### src/rtl/usb_lsrx_pkg.sv
package usb_lsrx_pkg;

    // line state, encoded as {dp, dm}
    typedef enum logic [1:0] {
        LN_SE0 = 2'b00,
        LN_J   = 2'b01,
        LN_K   = 2'b10,
        LN_SE1 = 2'b11
    } line_t;

    typedef enum logic [1:0] {
        RX_IDLE,
        RX_SYNC,
        RX_DATA
    } rx_state_t;

    localparam int STUFF_RUN = 6;
    localparam int BYTE_BITS = 8;

    function automatic line_t classify(input logic dp, input logic dm);
        return line_t'({dp, dm});
    endfunction

endpackage

### src/rtl/usb_lsrx_sync.sv
module usb_lsrx_sync #(
    parameter int STAGES = 2,
    parameter int W = 2,
    parameter logic [W-1:0] RST_VAL = '0
) (
    input  logic         clk,
    input  logic         rst,
    input  logic [W-1:0] din,
    output logic [W-1:0] dout
);
    logic [W-1:0] stg [STAGES];

    generate
        for (genvar g = 0; g < STAGES; g++) begin : g_stage
            always_ff @(posedge clk) begin
                if (rst) stg[g] <= RST_VAL;
                else if (g == 0) stg[g] <= din;
                else stg[g] <= stg[(g == 0) ? 0 : g - 1];
            end
        end
    endgenerate

    assign dout = stg[STAGES-1];
endmodule

### src/rtl/usb_lsrx_timer.sv
module usb_lsrx_timer #(
    parameter int OVS = 8
) (
    input  logic clk,
    input  logic rst,
    input  logic dm_in,
    output logic edge_seen,
    output logic smp
);
    localparam int PW   = (OVS > 2) ? $clog2(OVS) : 1;
    localparam int HALF = OVS / 2;

    logic [PW-1:0] ph;
    logic          dm_prev;

    assign edge_seen = (dm_in != dm_prev);
    assign smp       = (ph == PW'(HALF));

    always_ff @(posedge clk) begin
        if (rst) begin
            ph      <= '0;
            dm_prev <= 1'b1;
        end else begin
            dm_prev <= dm_in;
            if (edge_seen)                ph <= PW'(1);
            else if (ph == PW'(OVS - 1))  ph <= '0;
            else                          ph <= ph + PW'(1);
        end
    end

    AST_PHASE_REALIGN: assert property (@(posedge clk) disable iff (rst)
        $past(edge_seen && !rst) |-> (ph == PW'(1)));
    AST_SAMPLE_NOT_AT_EDGE: assert property (@(posedge clk) disable iff (rst)
        $past(edge_seen && !rst) |-> !smp);
endmodule

### src/rtl/usb_lsrx_deframe.sv
module usb_lsrx_deframe
    import usb_lsrx_pkg::*;
#(
    parameter int BUF_BYTES  = 8,
    parameter int SYNC_LIMIT = 16
) (
    input  logic       clk,
    input  logic       rst,
    input  logic       smp,
    input  logic       edge_seen,
    input  line_t      ln,
    output logic [7:0] byte_data,
    output logic       byte_valid,
    output logic       eop,
    output logic       overflow,
    output logic       packet_active
);
    localparam int TW = $clog2(SYNC_LIMIT + 1);
    localparam int CW = $clog2(BUF_BYTES + 1);
    localparam logic [TW-1:0] TLIM = TW'(SYNC_LIMIT - 1);

    rx_state_t     st;
    logic          kseen;
    logic [TW-1:0] tcnt;
    logic          last_dm;
    logic [2:0]    ones;
    logic [2:0]    bitcnt;
    logic [7:0]    sr;
    logic          se0_prev;
    logic [CW-1:0] left;

    logic       bit_one, is_stuff, take_full, take_part, push;
    logic [7:0] nxt, push_val;

    always_comb begin
        bit_one   = (ln[0] == last_dm);
        is_stuff  = (ones == 3'(STUFF_RUN));
        nxt       = sr | (8'(bit_one) << bitcnt);
        take_full = (st == RX_DATA) && smp && (ln != LN_SE0) && !is_stuff
                    && (bitcnt == 3'(BYTE_BITS - 1));
        take_part = (st == RX_DATA) && smp && (ln == LN_SE0) && se0_prev
                    && (bitcnt != 3'd0);
        push      = (take_full || take_part) && !overflow;
        push_val  = take_full ? nxt : sr;
    end

    assign packet_active = (st == RX_DATA);

    always_ff @(posedge clk) begin
        if (rst) begin
            st         <= RX_IDLE;
            kseen      <= 1'b0;
            tcnt       <= '0;
            last_dm    <= 1'b1;
            ones       <= '0;
            bitcnt     <= '0;
            sr         <= '0;
            se0_prev   <= 1'b0;
            left       <= '0;
            overflow   <= 1'b0;
            byte_data  <= '0;
            byte_valid <= 1'b0;
            eop        <= 1'b0;
        end else begin
            byte_valid <= 1'b0;
            eop        <= 1'b0;
            if (push) begin
                if (left == '0) overflow <= 1'b1;
                else begin
                    byte_data  <= push_val;
                    byte_valid <= 1'b1;
                    left       <= left - CW'(1);
                end
            end
            case (st)
                RX_IDLE: begin
                    if (edge_seen && ln == LN_K) begin
                        st    <= RX_SYNC;
                        kseen <= 1'b0;
                        tcnt  <= '0;
                    end
                end
                RX_SYNC: begin
                    if (smp) begin
                        if (ln == LN_K && kseen) begin
                            st       <= RX_DATA;
                            last_dm  <= 1'b0;
                            ones     <= '0;
                            bitcnt   <= '0;
                            sr       <= '0;
                            se0_prev <= 1'b0;
                            left     <= CW'(BUF_BYTES);
                            overflow <= 1'b0;
                        end else begin
                            kseen <= (ln == LN_K);
                            tcnt  <= tcnt + TW'(1);
                            if (tcnt == TLIM) st <= RX_IDLE;
                        end
                    end
                end
                RX_DATA: begin
                    if (smp) begin
                        if (ln == LN_SE0) begin
                            if (se0_prev) begin
                                eop <= 1'b1;
                                st  <= RX_IDLE;
                            end
                            se0_prev <= 1'b1;
                        end else begin
                            se0_prev <= 1'b0;
                            last_dm  <= ln[0];
                            if (is_stuff) begin
                                ones <= '0;
                            end else begin
                                ones <= bit_one ? ones + 3'd1 : 3'd0;
                                if (bitcnt == 3'(BYTE_BITS - 1)) begin
                                    bitcnt <= '0;
                                    sr     <= '0;
                                end else begin
                                    bitcnt <= bitcnt + 3'd1;
                                    sr     <= nxt;
                                end
                            end
                        end
                    end
                end
                default: st <= RX_IDLE;
            endcase
        end
    end

    AST_VALID_ONE_CYCLE: assert property (@(posedge clk) disable iff (rst)
        byte_valid |=> !byte_valid);
    AST_EOP_ENDS_PACKET: assert property (@(posedge clk) disable iff (rst)
        eop |-> (!packet_active && $past(packet_active)));
    AST_EOP_ONE_CYCLE: assert property (@(posedge clk) disable iff (rst)
        eop |=> !eop);
    AST_NO_VALID_WHEN_OVF: assert property (@(posedge clk) disable iff (rst)
        overflow |-> !byte_valid);
    AST_STUFF_RUN_BOUND: assert property (@(posedge clk) disable iff (rst)
        ones <= 3'(STUFF_RUN));
    AST_SYNC_TIMEOUT_BOUND: assert property (@(posedge clk) disable iff (rst)
        (st == RX_SYNC) |-> (tcnt <= TLIM));
endmodule

### src/rtl/usb_lsrx.sv
module usb_lsrx
    import usb_lsrx_pkg::*;
#(
    parameter int OVS        = 8,
    parameter int BUF_BYTES  = 8,
    parameter int SYNC_LIMIT = 16
) (
    input  logic       clk,
    input  logic       rst,
    input  logic       dp,
    input  logic       dm,
    output logic [7:0] byte_data,
    output logic       byte_valid,
    output logic       eop,
    output logic       overflow,
    output logic       packet_active
);
    logic [1:0] pins_s;
    logic       edge_seen, smp;
    line_t      ln;

    usb_lsrx_sync #(.STAGES(2), .W(2), .RST_VAL(2'b01)) u_sync (
        .clk(clk), .rst(rst), .din({dp, dm}), .dout(pins_s)
    );

    assign ln = classify(pins_s[1], pins_s[0]);

    usb_lsrx_timer #(.OVS(OVS)) u_timer (
        .clk(clk), .rst(rst), .dm_in(pins_s[0]),
        .edge_seen(edge_seen), .smp(smp)
    );

    usb_lsrx_deframe #(.BUF_BYTES(BUF_BYTES), .SYNC_LIMIT(SYNC_LIMIT)) u_deframe (
        .clk(clk), .rst(rst), .smp(smp), .edge_seen(edge_seen), .ln(ln),
        .byte_data(byte_data), .byte_valid(byte_valid), .eop(eop),
        .overflow(overflow), .packet_active(packet_active)
    );
endmodule

### config.mk
export PLATFORM = sky130hd
export DESIGN_NAME = usb_lsrx
export DESIGN_NICKNAME = d
export VERILOG_FILES = /design/src/rtl/usb_lsrx_pkg.sv /design/src/rtl/usb_lsrx_sync.sv /design/src/rtl/usb_lsrx_timer.sv /design/src/rtl/usb_lsrx_deframe.sv /design/src/rtl/usb_lsrx.sv
export SDC_FILE = /design/constraint.sdc
export NUM_CORES = 1
export LEC_CHECK = 0
export BUFFER_PORTS_ARGS = -buffer_cell sky130_fd_sc_hd__buf_2
export CORE_ASPECT_RATIO = 1.25
export CORE_MARGIN = 10
export CORE_UTILIZATION = 50
export CTS_CLUSTER_DIAMETER = 50
export DETAILED_ROUTE_END_ITERATION = 16
export GPL_TIMING_DRIVEN = 0
export PLACE_DENSITY = 0.82
export SYNTH_ARGS = -nofsm -noshare
export SYNTH_HDL_FRONTEND = slang
export SYNTH_SLANG_ARGS = --single-unit
### constraint.sdc
create_clock -name clk -period 2 [get_ports clk]
set_clock_uncertainty 0.2 [all_clocks]
set_input_delay 0.2 -clock clk [delete_from_list [all_inputs] [get_ports clk]]
set_output_delay 0.2 -clock clk [all_outputs]
set_load 0.02 [all_outputs]
* Word level (Yosys, flattened, before mapping)
Memories as Yosys holds them, arrays and structs flattened.
Index checks and enable logic that the tools add are counted.
** Storage, ports and cells
- Memories kept :: 1
- Output and inout port bits :: 12
- Word-level logic and storage cells :: 143
- Register bits after elaboration :: 43
- Memory bits (writable) :: 4
** Operators by class
- Shift-type cells :: 1
- Mux-type cells :: 63
- Reduce and logical (&&, ||, !) cells :: 29
- Eq/ne operators :: 20
- Bitwise gates (word level) :: 8
- Add/subtract/negate cells :: 5
** Memories
- u_sync.stg :: words 2, bits a word 2, rd ports 2, clocked after memory_dff 0, write ports 2, RTL line usb_lsrx_sync.sv:11 : logic [W-1:0] stg [STAGES];
** Operators with widths (number)
- 8-bit 2-to-1 mux :: 7
- 3-bit 2-to-1 mux :: 10
- 1-bit 2-to-1 mux :: 21
- 4-bit 2-to-1 mux :: 5
- 2-bit 2-to-1 mux :: 9
- 8-bit case mux with 2 select lines :: 1
- 5-bit 2-to-1 mux :: 3
- 3-bit equality test, second input constant :: 4
- 2-bit by 1-bit inequality test with 1-bit output, second input constant :: 6
- 3-bit case mux with 2 select lines :: 2
- 6-bit AND reduction :: 2
- 1-bit logical AND :: 10
- 5-bit case mux with 2 select lines :: 1
- 3-bit by 1-bit adder with 3-bit output, second input constant :: 3
- 8-bit OR :: 1
- 4-bit AND reduction :: 2
- 1-bit by 3-bit << shifter with 8-bit output :: 1
- 2-bit inequality test, second input constant :: 3
- 1-bit case mux with 2 select lines :: 3
- 2-bit case mux with 3 select lines :: 1
- 2-bit nonzero test :: 3
- 5-bit by 1-bit adder with 5-bit output, second input constant :: 1
- 5-bit by 4-bit equality test with 1-bit output, second input constant :: 1
- 1-bit NOT :: 5
- 17 further kinds :: 21

* Depth between registers and ports, before layout
Gate-level depths: netlist of run 1.
- Word-level depth :: 11
- Mapped depth :: 8
- Depth with buffers taken out :: 8

* By module
Synthesis of run 1 repeated with hierarchy kept, for this count alone.
** Second synthesis, totals
- Cells, all modules :: 250
- Area total of the unflattened synthesis :: 2257.2 um^2
** Modules (own cells, without submodules)
- usb_lsrx_deframe :: area an instance 1974.4 um^2, cells each 226, times used 1
- usb_lsrx_timer :: area an instance 177.7 um^2, cells each 16, times used 1
- usb_lsrx_sync :: area an instance 105.1 um^2, cells each 8, times used 1

* Worst setup path after synthesis of run 1
No wires, ideal clock.
- Path kind :: register to register
- Start point :: register u_deframe.bitcnt[0]
- End point :: register u_deframe.left[3]
- Required time :: 1.726 ns
- Library setup time :: 0.074 ns
- Cell stages (with the launch flop) :: 7
- Arrival time :: 1.869 ns
- Buffers on the path :: 0
- Setup slack :: -0.143 ns
- Cell sequence :: dfxtp_1 inv_1 ha_1 a2111oi_4 o211ai_2 or4_1 a31oi_1
** On the way
- Longest elaborated chain between the ends :: 8
- Elaborated cells between the ends (all ways) :: 10
- Those cells by class :: eq/ne: 1; mux: 4; reduce/logical: 5
** Ends and longest elaborated chain
- start: declaration :: RTL line usb_lsrx_deframe.sv:27 : logic [2:0] bitcnt;
- start signal: assignment :: RTL line usb_lsrx_deframe.sv:120 : bitcnt <= bitcnt + 3'd1;
- 3-bit equality test or 3-bit nonzero test (tied branches) :: RTL line usb_lsrx_deframe.sv:40, usb_lsrx_deframe.sv:42
- 1-bit logical AND (on tied branches) :: RTL line usb_lsrx_deframe.sv:40, usb_lsrx_deframe.sv:42
- 1-bit logical OR (*) :: RTL line usb_lsrx_deframe.sv:43 : push = (take_full || take_part) && !overflow;
- 1-bit logical AND (*) :: RTL line usb_lsrx_deframe.sv:43
- 4-bit 2-to-1 mux (*) :: RTL line usb_lsrx_deframe.sv:67 : if (push) begin
- 4-bit 2-to-1 mux :: RTL line usb_lsrx_deframe.sv:85 : if (ln == LN_K && kseen) begin
- 4-bit 2-to-1 mux :: RTL line usb_lsrx_deframe.sv:84 : if (smp) begin
- 4-bit 2-to-1 mux (*) :: RTL line usb_lsrx_deframe.sv:75 : case (st)
- end signal: assignment :: RTL line usb_lsrx_deframe.sv:72 : left <= left - CW'(1);
- end signal: assignment :: RTL line usb_lsrx_deframe.sv:92 : left <= CW'(BUF_BYTES);
- end: declaration :: RTL line usb_lsrx_deframe.sv:30 : logic [CW-1:0] left;
Mark *: on every way between the ends. The rest lies on a longest branch, timed or not.
A chain may end at the register's enable or synchronous reset.

==> results of run 1 <==
[area by class of cell]
class / count / area share (%)
multi-input cells: 189 / 50.0
flip-flops and latches: 47 / 31.3
repair buffers: 35 / 8.22
clock buffers: 6 / 2.69
well taps: 58 / 2.36
inverters: 18 / 2.20
plain buffers: 9 / 2.08
clock inverters: 2 / 1.14
[state kept, by name, indices dropped and copies added (netlist names)]
signal / flops
u_deframe.byte_data: 8
u_deframe.sr: 8
u_deframe.tcnt: 5
u_deframe.left: 4
u_sync.stg: 4
u_deframe.bitcnt: 3
u_deframe.ones: 3
u_timer.ph: 3
u_deframe.st: 2
u_deframe.byte_valid: 1
u_deframe.eop: 1
u_deframe.kseen: 1
u_deframe.last_dm: 1
u_deframe.overflow: 1
u_deframe.se0_prev: 1
u_timer.dm_prev: 1
[worst max-delay path: stages (launching register included)]
cell and delay (ps):
dfxtp_4 380, buf_6 140, nand2b_4 140, a211o_1 310, a311oi_4 350, buf_6 170
buf_4 110, a41oi_2 100, nor2_1 140
[worst max-delay path by stage]
| stage | slack (ps) | depth (start not counted) | start | endpoint |
|---|---|---|---|---|
| 2_1_floorplan | -30 | 6 | u_deframe.bitcnt[0]$_SDFFE_PP0P_ | u_deframe.left[3]$_SDFF_PP0_ |
| 3_3_place_gp | -190 | 6 | u_deframe.bitcnt[0]$_SDFFE_PP0P_ | u_deframe.left[3]$_SDFF_PP0_ |
| 3_5_place_dp | -210 | 8 | u_timer.ph[0]$_SDFF_PP0_ | u_deframe.bitcnt[1]$_SDFFE_PP0P_ |
| 4_1_cts | -30 | 5 | u_deframe.last_dm$_SDFFE_PP1P_ | u_deframe.byte_data[0]$_SDFFE_PP0P_ |
| 5_1_grt | -170 | 9 | u_timer.ph[0]$_SDFF_PP0_ | u_deframe.sr[3]$_SDFFE_PP0P_ |
| 6_report | -110 | 8 | u_sync.stg[1][0]$_SDFF_PP1_ | u_deframe.sr[3]$_SDFFE_PP0P_ |
[metal layers]
metal,track usage [%],vias to the layer above
met5,0,-
met4,6.94,0
met3,3.73,26
met2,25.3,86
met1,14.5,1077
li1,-,1040
[stage by stage]
step / setup WS (ps) / TNS, ps
after floorplan: -27.7 / -27.7
after global placement: -195 / -2280
after detailed placement: -206 / -3230
after CTS: -31.3 / -75.2
after global routing: -167 / -2660
final: -112 / -956
[cell families (layout without fill, tap and decap cells)]
kind of cell | after synthesis | after routing | synth area share (%)
AOI/OAI and AO/OA | 74 | 74 | 22.2
xor gates and xnor gates | 3 | 3 | 1.45
and+or+nand+nor | 95 | 96 | 22.2
buffers and inverters | 29 | 70 | 5.42
adders and majority gates | 14 | 14 | 7.52
muxes | 2 | 2 | 0.859
DFF | 47 | 47 | 40.4
[Yosys cell counts (2+ instances only)]
| library cell | n |
|---|---|
| nand3_1 | 7 |
| and2_1 | 3 |
| a21oi_1 | 26 |
| or3_1 | 6 |
| nor3_1 | 6 |
| o21ai_0 | 7 |
| a211o_1 | 2 |
| clkbuf_1 | 7 |
| nor2b_1 | 5 |
| or4_1 | 2 |
| or2_2 | 5 |
| nor2_1 | 27 |
| o32ai_1 | 2 |
| dfxtp_1 | 47 |
| buf_6 | 2 |
| nand2b_1 | 4 |
| inv_1 | 18 |
| a41oi_1 | 9 |
| nand2_1 | 15 |
| nand4_1 | 2 |
| and3_1 | 3 |
| nand3b_1 | 2 |
| o21ai_1 | 2 |
| ha_1 | 14 |
| mux2i_1 | 2 |
| a211oi_1 | 10 |
| a31oi_1 | 5 |
| buf_2 | 2 |
[what timing repair did]
action	CTS	global route
cloned	1	2
hold buffers	2	0
pin swaps	8	23
buffers inserted	9	8
resized for setup	30	50
setup endpoints to repair	30	27
hold endpoints to repair	2	0
[power by group]
part,internal [W],switching [W],total [W]
registers,0.000952,0.0000245,0.000977
clock network,0.000404,0.000318,0.000723
logic,0.0000989,0.000151,0.000250
total,0.00146,0.000494,0.00195
==> impl_metrics.toml, run 1 <==
[cells_and_area]
fillCellCount = 313
mostFrequentLayoutCells = "37 x dfxtp_1, 27 x nor2_1, 17 x a21oi_1"
final_core_util_pct = 68.9
final_common_cell = "dfxtp_1"
diodes = 0
area_growth_pct = 32.0
layout.nets = 323
final_cells = 364
postLayoutCellArea_sq_mm = 0.00307
seqCellArea_sq_um = 963
drive_gt1_share_pct = 37.3
multi_input_area_sq_mm = 0.00154

[synth]
synth-edff-count = 0
synth_warnings = 0
synth.largest_area_cell = "dfxtp_1"
syn-cell-area_sq_mm = 0.00233
netlist.area_leader.share_pct = 40.4
synth_cells = 264
async_flop_share_pct = 0
netlist-cell-type-count = 50
synth-main-ff-cell = "dfxtp_1"
syn-mean-instance-area_sq_um = 8.82
ys_ff_latch = 47
ys_seq_area_share_pct = 40.4
synth.area.top_cells = "dfxtp_1 40%, ha_1 7.5%, a21oi_1 5.6%"
syn_nets = 282

[worst_setup_path]
start_kind = "register"
arrival_ps = 2150
crit_path_end_kind = "register"
reg2reg_from = "u_sync.stg[1][0]$_SDFF_PP1_"
reg2reg_depth = 8
crit_type = "reg2reg"
cp_max_fo = 7
cp.required_ps = 2030
r2r_end = "u_deframe.sr[3]$_SDFFE_PP0P_"
r2r_slack_ps = -110

[run]
maxCapViolations = 0

[cts]
clkLatencyLatePin_ps = 310
clk_pin_slew_worst_paths_ps = 90
clockBufferDepth = 2
cts_sinks = 47
cts_tree = "yes"
tritoncts.num_buffers = 5
htreeDepth = 2
cts_root_buffer = "clkbuf_8"

[floorplan]
rows = 27
ios = 16
die_w_microns = 81.1
die_h_microns = 96.3
start_util_pct = 52.2
core_area_sq_mm = 0.00446
die_area_sq_mm = 0.00781

[grt]
overflow = 0
antenna_found_initial = 0
grt_usage_pct = 14.0
grt_pass1_wl_microns = 8780
grt_max_degree = 15
grt_pass1_vias = 2029

[sta]
slew_headroom_pct = 61.7
report.final.slew_viol_count = 0
tightest_slew_ps = 575
rsz0062_at_grt = "true"
period_share_pct = 106
setup_ws_ps = -112
whs_ps = 212
hold_violations = 0
fmax_mhz = 473
layout_min_cycle_time_ps = 2110
setup_viol = 15

[hold_path]
worstHoldStart = "u_sync.stg[0][0]$_SDFF_PP1_"
hold_depth = 1
min_to = "u_sync.stg[1][0]$_SDFF_PP1_"
hold_path_class = "reg2reg"

[placement]
dpl.hpwl_microns = 3530
placed_area_sq_mm = 0.00248
dp.cells = 336
portBuffers = 14
place_congestion = 0.855

[route]
routed_wl_microns = 6270
wl_per_cell_microns = 17.2
viasPerCell = 6.12
antenna_left = 0
met2WireLength_microns = 3300
wl_met1_microns = 2440
dr.max_layer_used = "met4"
wl_met3_microns = 369
drt-initial-drc-count = 224
dr.pass1.iters = 7
vias = 2229
drc = 0

[pwr]
peakVddDrop_uv = 363
cellPowerDensity_mw_per_mm2 = 634
finalPower_w = 0.00195
power_leakage_nw = 1.15

[run_status]
status = "finished with violations"
violations = "negative setup slack"
(Power assumes the default switching activity.)
==> run 2: changes to the inputs <==
--- a/config.mk
+++ b/config.mk
@@ -5,6 +5,7 @@
 export SDC_FILE = /design/constraint.sdc
 export NUM_CORES = 1
 export LEC_CHECK = 0
+export ABC_AREA = 1
 export BUFFER_PORTS_ARGS = -buffer_cell sky130_fd_sc_hd__buf_2
 export CORE_ASPECT_RATIO = 1.25
 export CORE_MARGIN = 10
@@ -16,3 +17,4 @@
 export SYNTH_ARGS = -nofsm -noshare
 export SYNTH_HDL_FRONTEND = slang
 export SYNTH_SLANG_ARGS = --single-unit
+export TNS_END_PERCENT = 5
==> run 2 against run 1 <==
Effect of this change:
- the run now ends clean
- global-route usage decreased by 1.3 points
- via count is 8.3% lower
- routed wire length down 22%
- combinational power rose by 60%
- utilization down 9.1 points
- clock power shrank 20%
- critical path type unchanged
- largest power group unchanged
==> impl_metrics.toml, run 2 <==
[placement]
portBuffers = 15
post-place-ws_ps = -45.6
place_congestion = 0.818
dp.cells = 400
dpl.hpwl_microns = 3450

[floorplan]
die_h_microns = 96.9
ios = 16
start_util_pct = 52.7
core_area_sq_mm = 0.00449
rows = 27
die_w_microns = 81.5
die_area_sq_mm = 0.00790

[route]
vias = 2045
drt-initial-drc-count = 113
drc = 0
routed_wl_microns = 4870
antenna_left = 0
viasPerCell = 4.95
wl_per_cell_microns = 11.8
dr.pass1.iters = 4

[cts]
clkLatencyLatePin_ps = 310
cts_sinks = 47
cts_tree = "yes"
cts_root_buffer = "clkbuf_8"
clockBufferDepth = 2
htreeDepth = 2
tritoncts.num_buffers = 5
clk_pin_slew_worst_paths_ps = 100

[pwr]
p_int_w = 0.00136
cellPowerDensity_mw_per_mm2 = 738
peakVddDrop_uv = 353
comb_power_share_pct = 20.2
power_leakage_nw = 1.20
switching_share_pct = 31.5
seqPwrFrac_pct = 50.5
p_switching_w = 0.000624
finalPower_w = 0.00198
clkPwrFrac_pct = 29.3

[cells_and_area]
layout.nets = 372
top_regs = "u_deframe.byte_data: 8 flops, u_deframe.sr: 8 flops, u_deframe.tcnt: 5 flops"
fillCellCount = 404
final_cells = 413
area_growth_pct = 13.6
mostFrequentLayoutCells = "69 x nor2_1, 61 x nand2_1, 44 x dfxtp_1"
diodes = 0
drive_gt1_share_pct = 15.2
final_common_cell = "nor2_1"

[worst_setup_path]
r2r_slack_ps = 140
worstPathBufferInverterCount = 2
slowest_stage = "dfxtp_1"
arrival_ps = 1870
crit_path_end_kind = "register"
cp.required_ps = 2010
slowest_delay_ps = 390
crit_chain = "inv_1 > ha_2 > o21ai_0 > nand2_1 > nor3_4 > inv_1 > nand2_1 > nand3_1"
crit_type = "reg2reg"
cp_top_family = "simple AND/OR/NAND/NOR gates"
cp_max_fo = 7
reg2reg_depth = 8
cp_num_cells = 8
start_kind = "register"

[synth]
ys_top_cells_by_count = "70 x nor2_1, 62 x nand2_1, 47 x dfxtp_1"
async_flop_share_pct = 0
ys_ff_latch = 47
synth_cells = 327
syn-mean-instance-area_sq_um = 7.24
netlist.area_leader.share_pct = 39.8
syn-cell-area_sq_mm = 0.00237
synth_warnings = 0
synth-main-ff-cell = "dfxtp_1"
synth-edff-count = 0
ys_seq_area_share_pct = 39.8
synth.largest_area_cell = "dfxtp_1"
yosys.cell_count.top_type = "nor2_1"
syn_nets = 345
netlist-cell-type-count = 29
synth.area.top_cells = "dfxtp_1 40%, nor2_1 11%, nand2_1 9.8%"

[run]
maxCapViolations = 0

[grt]
grt_max_degree = 16
grt_pass1_wl_microns = 8320
grt_usage_pct = 12.7
antenna_found_initial = 0
grt_pass1_vias = 1910
overflow = 0

[run_status]
status = "complete, no violations"

[sta]
report.final.slew_viol_count = 0
setup_ws_ps = 139
tightest_slew_ps = 476
slew_headroom_pct = 68.2
fmax_mhz = 537
period_share_pct = 93.1
layout_min_cycle_time_ps = 1860
hold_violations = 0
whs_ps = 208
setup-tns-final_ps = 0
setup_viol = 0

[hold_path]
hold_path_class = "reg2reg"
hold_depth = 2
## run 2: cell type report
cell class                      count  area (sq um)  share of cell area [%]
Buffer                              7          53.8                    2.00
Clock buffer                        5          68.8                    2.56
Clock inverter                      3          18.8                   0.698
Inverter                           46           173                    6.42
Multi-Input combinational cell    227          1230                    45.7
Sequential cell                    47           950                    35.3
Tap cell                           58          72.6                    2.70
Timing Repair Buffer               20           123                    4.56
## run 2: path summary, 6_finish.rpt
| kind | start | end |
|---|---|---|
| max | u_deframe.st[1]$_SDFFE_PP0P_ | u_deframe.last_dm$_SDFFE_PP1P_ |
| min | u_sync.stg[0][1]$_SDFF_PP0_ | u_sync.stg[1][1]$_SDFF_PP0_ |
| max reg2reg | u_deframe.st[1]$_SDFFE_PP0P_ | u_deframe.last_dm$_SDFFE_PP1P_ |
| min reg2reg | u_sync.stg[0][1]$_SDFF_PP0_ | u_sync.stg[1][1]$_SDFF_PP0_ |
## run 2: power groups by stage
stage | logic (W) | registers [W] | clock network, W
floorplan | 0.000282 | 0.00102 | 0
global placement | 0.000344 | 0.00102 | 0
detailed placement | 0.000356 | 0.00102 | 0
CTS | 0.000368 | 0.00100 | 0.000597
global route | 0.000455 | 0.00101 | 0.000635
finish | 0.000401 | 0.00100 | 0.000581
## run 2: worst register-to-register path: stages, from the launching register on
cell and delay, ps:
dfxtp_1 390, inv_1 80, ha_2 210, o21ai_0 240, nand2_1 140, nor3_4 270, inv_1 110, nand2_1 70
nand3_1 60
## run 2: what timing repair did
| item | 4_1_cts | 5_1_grt |
|---|---|---|
| resized for setup | 3 | 10 |
| pin swaps | 0 | 3 |
| setup endpoints to repair | 18 | 29 |
| hold buffers | 4 | 0 |
| hold endpoints to repair | 6 | 0 |
| setup buffers | 0 | 1 |
## run 2: logic make-up (layout without fill, tap and decap cells)
| group | Yosys count | in the layout | synth area share (%) |
|---|---|---|---|
| simple gates | 173 | 173 | 33.0 |
| buf+inv | 53 | 81 | 9.57 |
| flops | 47 | 47 | 39.8 |
| compound gates | 36 | 36 | 8.78 |
| fa+ha+maj | 14 | 14 | 7.40 |
| xor+xnor | 4 | 4 | 1.48 |
## run 2: stage by stage
stage / instance area [sq um] / util (%)
detailed placement: 2510 / 55.9
finish: 2690 / 59.8
CTS: 2650 / 58.9
floorplan: 2370 / -
global placement: 2510 / 55.9
global route: 2690 / 59.8
## run 2: per-layer routing
metal | up-vias | GRT usage (%) | wire length (microns)
met5 | - | 0 | 0
met3 | 8 | 3.23 | 197
li1 | 1083 | - | -
met4 | 0 | 5.44 | 100
met2 | 30 | 21.5 | 2420
met1 | 924 | 14.4 | 2150
